==> config.mk <==
export PLATFORM = sky130hd
export DESIGN_NAME = cfg_reload_seq
export DESIGN_NICKNAME = d
export VERILOG_FILES = /design/src/rtl/cfg_reload_pkg.sv /design/src/rtl/cfg_word_mux.sv /design/src/rtl/cfg_seq_ctrl.sv /design/src/rtl/cfg_reload_seq.sv
export SDC_FILE = /design/constraint.sdc
export NUM_CORES = 1
export LEC_CHECK = 0
export BUFFER_PORTS_ARGS = -buffer_cell sky130_fd_sc_hd__buf_4
export CAP_MARGIN = 20
export CORE_MARGIN = 1
export CORE_UTILIZATION = 25
export CTS_BUF_LIST = sky130_fd_sc_hd__clkbuf_16
export CTS_CLUSTER_SIZE = 40
export DETAILED_ROUTE_END_ITERATION = 8
export PLACE_DENSITY_LB_ADDON = 0.2
export SLEW_MARGIN = 20
export SYNTH_ARGS = -nofsm -noshare
export SYNTH_HDL_FRONTEND = slang
export SYNTH_HIERARCHICAL = 1
export SYNTH_SLANG_ARGS = --single-unit
==> constraint.sdc <==
create_clock -name clk_i -period 2.4 [get_ports clk_i]
set_input_delay 0.12 -clock clk_i [delete_from_list [all_inputs] [get_ports clk_i]]
set_output_delay 0.12 -clock clk_i [all_outputs]
set_load 0.005 [all_outputs]
==> src/rtl/cfg_reload_pkg.sv <==
package cfg_reload_pkg;
  typedef enum logic [1:0] {
    ST_IDLE = 2'd0,
    ST_SEND = 2'd1,
    ST_DONE = 2'd2
  } seq_state_e;

  localparam int unsigned HDR_LEN = 24;  // words before the no-op tail
  localparam logic [15:0] NOOP_HW = 16'h2000;
endpackage

==> src/rtl/cfg_word_mux.sv <==
module cfg_word_mux #(
  parameter int unsigned DATA_W  = 16,
  parameter int unsigned ADDR_W  = 24,
  parameter int unsigned IDX_W   = 5,
  parameter logic [7:0]  READ_OP = 8'h03
) (
  input  logic [IDX_W-1:0]  idx_i,
  input  logic              en_i,
  input  logic [ADDR_W-1:0] warm_addr_i,
  input  logic [ADDR_W-1:0] fall_addr_i,
  output logic [DATA_W-1:0] word_o
);
  import cfg_reload_pkg::*;

  localparam int unsigned HI_W = ADDR_W - DATA_W;
  localparam int unsigned OP_W = DATA_W - HI_W;

  logic [DATA_W-1:0] warm_lo, warm_hi, fall_lo, fall_hi, sel;

  assign warm_lo = warm_addr_i[DATA_W-1:0];
  assign fall_lo = fall_addr_i[DATA_W-1:0];
  assign warm_hi = {READ_OP[OP_W-1:0], warm_addr_i[ADDR_W-1:DATA_W]};
  assign fall_hi = {READ_OP[OP_W-1:0], fall_addr_i[ADDR_W-1:DATA_W]};

  always_comb begin
    case (int'(idx_i))
      0, 1:    sel = 16'hFFFF;
      2:       sel = 16'hAA99;
      3:       sel = 16'h5566;
      4:       sel = 16'h31E1;
      5:       sel = 16'hFFFF;
      6:       sel = 16'h3261;
      7:       sel = warm_lo;
      8:       sel = 16'h3281;
      9:       sel = warm_hi;
      10:      sel = 16'h32A1;
      11:      sel = fall_lo;
      12:      sel = 16'h32C1;
      13:      sel = fall_hi;
      14:      sel = 16'h32E1;
      15:      sel = 16'h0000;
      16:      sel = 16'h30A1;
      17:      sel = 16'h0000;
      18:      sel = 16'h3301;
      19:      sel = 16'h2100;
      20:      sel = 16'h3201;
      21:      sel = 16'h001F;
      22:      sel = 16'h30A1;  // reload command register
      23:      sel = 16'h000E;
      default: sel = NOOP_HW;
    endcase
  end

  assign word_o = en_i ? sel : '0;
endmodule

==> src/rtl/cfg_seq_ctrl.sv <==
module cfg_seq_ctrl #(
  parameter int unsigned SCRIPT_LEN = 28,
  parameter int unsigned IDX_W      = 5
) (
  input  logic             clk_i,
  input  logic             rst_ni,
  input  logic             start_i,
  output logic             load_o,
  output logic             send_o,
  output logic             done_o,
  output logic [IDX_W-1:0] idx_o
);
  import cfg_reload_pkg::*;

  localparam logic [IDX_W-1:0] LAST_IDX = IDX_W'(SCRIPT_LEN - 1);

  seq_state_e       state_q, state_d;
  logic [IDX_W-1:0] idx_q, idx_d;

  assign load_o = (state_q == ST_IDLE) && start_i;

  always_comb begin
    state_d = state_q;
    idx_d   = idx_q;
    case (state_q)
      ST_IDLE: if (start_i) begin
        state_d = ST_SEND;
        idx_d   = '0;
      end
      ST_SEND: begin
        if (idx_q == LAST_IDX) state_d = ST_DONE;
        else                   idx_d   = idx_q + 1'b1;
      end
      ST_DONE: state_d = ST_DONE;  // wait for device reload / reset
      default: state_d = ST_IDLE;
    endcase
  end

  always_ff @(posedge clk_i or negedge rst_ni) begin
    if (!rst_ni) begin
      state_q <= ST_IDLE;
      idx_q   <= '0;
    end else begin
      state_q <= state_d;
      idx_q   <= idx_d;
    end
  end

  assign send_o = (state_q == ST_SEND);
  assign done_o = (state_q == ST_DONE);
  assign idx_o  = idx_q;
endmodule

==> src/rtl/cfg_reload_seq.sv <==
module cfg_reload_seq #(
  parameter int unsigned DATA_W     = 16,
  parameter int unsigned ADDR_W     = 24,
  parameter int unsigned NOOP_PAIRS = 2,
  parameter logic [7:0]  READ_OP    = 8'h03
) (
  input  logic              clk_i,
  input  logic              rst_ni,
  input  logic              start_i,
  input  logic [ADDR_W-1:0] warm_addr_i,
  input  logic [ADDR_W-1:0] fall_addr_i,
  output logic [DATA_W-1:0] cmd_o,
  output logic              cs_o,
  output logic              wr_o,
  output logic              busy_o,
  output logic              done_o
);
  localparam int unsigned SCRIPT_LEN = cfg_reload_pkg::HDR_LEN + 2 * 2 * NOOP_PAIRS / 2 * 1;
  localparam int unsigned IDX_W      = $clog2(SCRIPT_LEN);

  logic              load, send;
  logic [IDX_W-1:0]  idx;
  logic [ADDR_W-1:0] warm_q, fall_q;

  cfg_seq_ctrl #(.SCRIPT_LEN(SCRIPT_LEN), .IDX_W(IDX_W)) u_ctrl (
    .clk_i  (clk_i),
    .rst_ni (rst_ni),
    .start_i(start_i),
    .load_o (load),
    .send_o (send),
    .done_o (done_o),
    .idx_o  (idx)
  );

  always_ff @(posedge clk_i or negedge rst_ni) begin
    if (!rst_ni) begin
      warm_q <= '0;
      fall_q <= '0;
    end else if (load) begin
      warm_q <= warm_addr_i;
      fall_q <= fall_addr_i;
    end
  end

  cfg_word_mux #(
    .DATA_W(DATA_W), .ADDR_W(ADDR_W), .IDX_W(IDX_W), .READ_OP(READ_OP)
  ) u_mux (
    .idx_i      (idx),
    .en_i       (send),
    .warm_addr_i(warm_q),
    .fall_addr_i(fall_q),
    .word_o     (cmd_o)
  );

  assign cs_o   = send;
  assign wr_o   = send;
  assign busy_o = send;
endmodule

==> results of run 1 <==
==> logic make-up (layout without fill, tap and decap cells) <==
family | count (synthesis) | count (layout) | synth area share (%)
compound gates | 82 | 82 | 17.2
xor+xnor | 1 | 1 | 0.265
fa+ha+maj | 5 | 5 | 1.89
buf+inv | 32 | 100 | 6.32
flops | 55 | 55 | 41.6
mux | 51 | 51 | 19.6
simple gates | 69 | 69 | 13.1
==> critical path, cell delays in order, from the launching register on <==
cell      delay [ps]
dfrtp_1          530
buf_4            270
nor2_1           130
o311ai_0         580
a31oi_1          170
buf_4            160
==> per-stage QoR <==
step / total power [mW] / util, % / setup slack [ps] / instance area, um2
CTS: 4.62 / 32.4 / 77.2 / 4130
global placement: 3.87 / 31.2 / 369 / 3980
detailed placement: 3.88 / 31.2 / 388 / 3980
floorplan: 3.15 / - / 825 / 3310
finish: 4.57 / 32.4 / 139 / 4140
global route: 4.92 / 32.4 / 24.4 / 4140
==> where the power goes <==
part / switching [mW] / internal (mW)
Combinational: 0.995 / 1.17
Sequential: 0.310 / 1.39
Clock: 0.331 / 0.382
Total: 1.64 / 2.94
==> state kept, by name (all words and copies together) (netlist names) <==
name	cells
u_ctrl/idx_o	5
fall_q	24
u_ctrl/state_q	2
warm_q	24
==> per-layer routing <==
metal	vias up	part of all wire, %	global-route usage (%)
met2	51	44	18.9
met5	-	0	0
met4	0	0.78	2.95
met1	1227	51	20.7
li1	1237	-	-
met3	5	4.0	2.73
==> Yosys cell counts (4+ instances only) <==
library cell,instances,area share (%)
ha_1,5,1.9
o21ai_0,11,1.7
buf_4,4,0.91
buf_2,11,1.7
a21oi_1,19,2.9
nand3b_1,5,1.1
mux2_4,20,9.1
dfrtp_1,55,42
inv_1,6,0.68
nor2_1,8,0.91
nand3_1,5,0.76
nand2b_1,5,0.95
mux2_2,28,9.5
a22oi_1,7,1.6
buf_6,8,2.7
nor2b_1,4,0.76
a31oi_1,7,1.3
nand2_1,17,1.9
==> area by class of cell <==
type / count / area (um2) / area share [%]
clock inverters: 3 / 16.3 / 0.393
well taps: 172 / 215 / 5.20
multi-input cells: 208 / 1720 / 41.6
repair buffers: 85 / 657 / 15.9
inverters: 7 / 26.3 / 0.634
clock buffers: 5 / 125 / 3.02
flip-flops and latches: 55 / 1380 / 33.3
==> worst max path at each step <==
stage	from	end	slack, ps	cells past startpoint
detailed placement	u_ctrl/idx_o[2]	cmd_o[14]	390	6
floorplan	u_ctrl/state_q[0]	warm_q[10]	830	6
global placement	u_ctrl/idx_o[2]	cmd_o[10]	370	6
CTS	u_ctrl/idx_o[2]	cmd_o[14]	80	6
finish	u_ctrl/idx_o[3]	cmd_o[2]	140	5
global route	u_ctrl/idx_o[3]	cmd_o[13]	20	6
==> repair_timing <==
action                                  in CTS  in global routing
hold buffers                                 1                  0
hold endpoints to repair                    55                  0
gates resized for setup                      0                  3
endpoints found under the setup margin       0                  6
==> impl_metrics.toml, run 1 <==
[outcome]
status = "completed"

[finish]
final_common_cell = "buf_4"
fillers = 1334
drive_gt1_share_pct = 41.3
diodes = 0
nets = 418
layout_common_cells = "buf_4 (82), dfrtp_1 (54), mux2_2 (28)"
area_delta_synth_final_pct = 25.3
stdcell_count = 535

[drt]
detailedRoute.firstIterationViolations = 158
vias = 2520
drc_errors = 0
ant_nets = 0
viasPerCell = 4.71
wl_um = 8710
drt_pass1_iterations = 4
wl_per_cell_um = 16.3

[hold_path]
min-delay-start = "warm_addr_i[6]"
min_to = "warm_q[6]"
holdPathStages = 2
hold_path_class = "in2reg"

[clock_tree]
cts_max_path_buffers = 2
clock_latency_ps = 290
post_cts_buffers = 0
clockRootBuffer = "clkbuf_16"
numCtsBuffers = 5
cts_tree = "yes"
path_clk_slew_ps = 70
cts_sinks = 55
htreeDepth = 2

[global_routing]
first_global_vias = 2468
track_usage_pct = 13.4
grt_max_degree = 56
antenna_found_initial = 0
grt_overflow_total = 0
grt_pass1_wl_um = 14000

[job]
maxCapViolCount = 0

[synthesis]
yosysSeqAreaShare_pct = 41.6
ys_seq_elements = 55
yosysWarnings = 6
syn_inst = 295
ys.flop_type = "dfrtp_1"
synth.cell_area_mm2 = 0.00331
async_flop_share_pct = 100
synth_edf_count = 0
syn_area_per_cell_um2 = 11.2
synthDistinctLibCells = 65
synth_nets = 351

[floorplanning]
core_area_mm2 = 0.0128
dieArea_mm2 = 0.0137
row_count = 41
num_io_pins = 71
die_w_um = 117
die_y_um = 117
initial_utilization_pct = 25.9

[timing]
clock_skew_ps = 6.67
final.setup.tns_ps = 0
relSlewSlack_pct = 52.5
finalSetupViolCount = 0
grt_setup_unrepaired = "no"
slew_viol_final = 0
timing.hold.ws_ps = 49.9
period_share_pct = 94.2
finalHoldViolCount = 0
min_period_ps = 2260
max_slew.worst_pin.slew_ps = 712
fmaxAchievable_ghz = 0.442

[setup_path]
cp.required_ps = 2280
r2r-start = "u_ctrl/state_q[0]"
r2r_slack_ps = 550
worstSetupPathType = "reg2out"
critPathCaptureType = "primary output"
crit_fanout = 14
r2r_cells = 5
cp_data_arrival_time_ps = 2140
r2r-end = "fall_q[2]"
crit_path_start_kind = "flop"

[power_and_ir_drop]
leakage_nw = 1.80
peakVddDrop_v = 0.000385
pwr_density_cell_mw_per_mm2 = 1100

[placement]
gp_congestion = 0.764
dp_cells = 526
dp_hpwl_um = 6430
io_buffers = 70
Power figures use the tool's default switching activity.
==> inputs of run 2 (changes only) <==
- CORE_MARGIN: 1 -> default
- clock period: 2.4 -> 2.8 ns (I/O delays scaled with it)
==> run 2 against run 1 <==
Hold slack gained 18 ps; sequential cell count is the same; clock skew grew 2.1 ps; clock power shrank 12%; sequential power shrank 13%; critical endpoint is now cmd_o[13]; combinational power shrank 16%; largest cell class unchanged; wire length grew 2.1%; global-route usage grew 0.42 points.
==> impl_metrics.toml, run 2 (same netlist as run 1, synthesis figures left out) <==
[timing]
fmaxAchievable_ghz = 0.408
max_slew.worst_pin.slew_ps = 719
slew_viol_final = 0
clock_skew_ps = 8.72
grt_setup_unrepaired = "no"
min_period_ps = 2450
relSlewSlack_pct = 52.1
finalSetupViolCount = 0
finalHoldViolCount = 0
period_share_pct = 87.6
final.setup.tns_ps = 0

[floorplanning]
row_count = 41
die_w_um = 117
dieArea_mm2 = 0.0137
core_area_mm2 = 0.0128
initial_utilization_pct = 25.9
die_y_um = 117
num_io_pins = 71

[power_and_ir_drop]
clkPwrFrac_pct = 16.0
pwr_density_cell_mw_per_mm2 = 950
seq_power_share_pct = 37.7
p_int_mw = 2.50
pwr-share-comb_pct = 46.3
switching_share_pct = 36.0
leakage_nw = 1.79
peakVddDrop_v = 0.000307
p_switching_mw = 1.41

[finish]
nets = 417
fillers = 1330
diodes = 0
design_area_mm2 = 0.00412
final_common_cell = "buf_4"
fin_util_pct = 32.2
area_delta_synth_final_pct = 24.6
drive_gt1_share_pct = 40.6
layout_common_cells = "buf_4 (83), dfrtp_1 (55), mux2_2 (28)"

[job]
maxCapViolCount = 0

[setup_path]
cp_data_arrival_time_ps = 2310
crit_path_start_kind = "flop"
crit_chain = "buf_4, xor2_1, a32oi_1, o2bb2ai_1, o41a_1, buf_4"
slowest_stage = "dfrtp_1"
path_common_cell = "buf_4"
worstSetupPathType = "reg2out"
critPathCaptureType = "primary output"
crit_fanout = 20
cp.required_ps = 2660
crit_family = "compound AO/OA/AOI/OAI gates"
critPathBufInv = 2
slowest_delay_ps = 700

[global_routing]
track_usage_pct = 13.8
grt_overflow_total = 0
antenna_found_initial = 0
grt_max_degree = 56
use_met2_pct = 20.4
first_global_vias = 2602
busiest_layer = "met1"
grt_pass1_wl_um = 14300
met3_usage_pct = 2.52
gr-usage-met1_pct = 20.4

[drt]
drt_pass1_iterations = 4
wl_um = 8890
detailedRoute.firstIterationViolations = 178
ant_nets = 0
vias = 2604
drc_errors = 0
viasPerCell = 4.88
wl_per_cell_um = 16.7

[placement]
dp_hpwl_um = 6530
gp_congestion = 0.807
io_buffers = 70
dpl_cell_area_mm2 = 0.00396

[clock_tree]
post_cts_buffers = 0
cts_sinks = 55
cts_max_path_buffers = 2
cts_tree = "yes"
numCtsBuffers = 5
clock_latency_ps = 300
htreeDepth = 2
clockRootBuffer = "clkbuf_16"
path_clk_slew_ps = 70

[outcome]
status = "completed"

[hold_path]
hold_path_class = "in2reg"
[run 2: cell count changes in the layout (fill, tap and decap cells not counted)]
cell,change
inv_6,+1
nor2b_2,-1
buf_4,+1
clkinv_2,-1
dfrtp_2,-1
buf_6,-1
nor2b_1,+1
dfrtp_1,+1
buf_12,-1
[run 2: layer usage]
metal | wire, um | part of all wire (%)
met4 | 128 | 1.4
met5 | 0 | 0
met1 | 4440 | 50
met3 | 453 | 5.1
met2 | 3880 | 44
[run 2: through the flow]
step	hold slack (ps)	setup WS [ps]	cells	power, mW
floorplan	-156	1230	295	2.70
global placement	258	689	525	3.31
detailed placement	251	677	525	3.31
CTS	65.1	354	534	3.96
global route	62.9	151	534	4.22
finish	68.0	348	534	3.91
[run 2: path summary, 6_finish.rpt]
kind	cells after the start	start	endpoint	slack [ps]
min in group asynchronous	2	rst_ni	warm_q[23]	440
min	2	warm_addr_i[6]	warm_q[6]	70
max	6	u_ctrl/idx_o[4]	cmd_o[13]	350
max reg2reg	5	u_ctrl/state_q[0]	fall_q[6]	1020
max in group asynchronous	2	rst_ni	warm_q[7]	1890
min reg2reg	1	fall_q[20]	fall_q[20]	510
[run 2: cell type report]
class                   instances  area [um2]  area share, %
flip-flops and latches         55        1380           33.4
clock inverters                 3        20.0          0.486
clock buffers                   5         125           3.04
multi-input cells             208        1720           41.8
well taps                     172         215           5.23
repair buffers                 84         633           15.4
inverters                       7        26.3          0.638
[run 2: timing repair]
action / in CTS / in global routing
gates resized for setup: 0 / 0
hold buffers: 1 / 0
endpoints found under the hold margin: 55 / 0
[run 2: power groups by stage]
stage               combinational, mW  sequential [mW]  clock [mW]
detailed placement               1.82             1.49           0
finish                           1.81             1.48       0.624
global route                     2.00             1.54       0.678
CTS                              1.83             1.48       0.648
global placement                 1.81             1.49           0
floorplan                        1.33             1.37           0
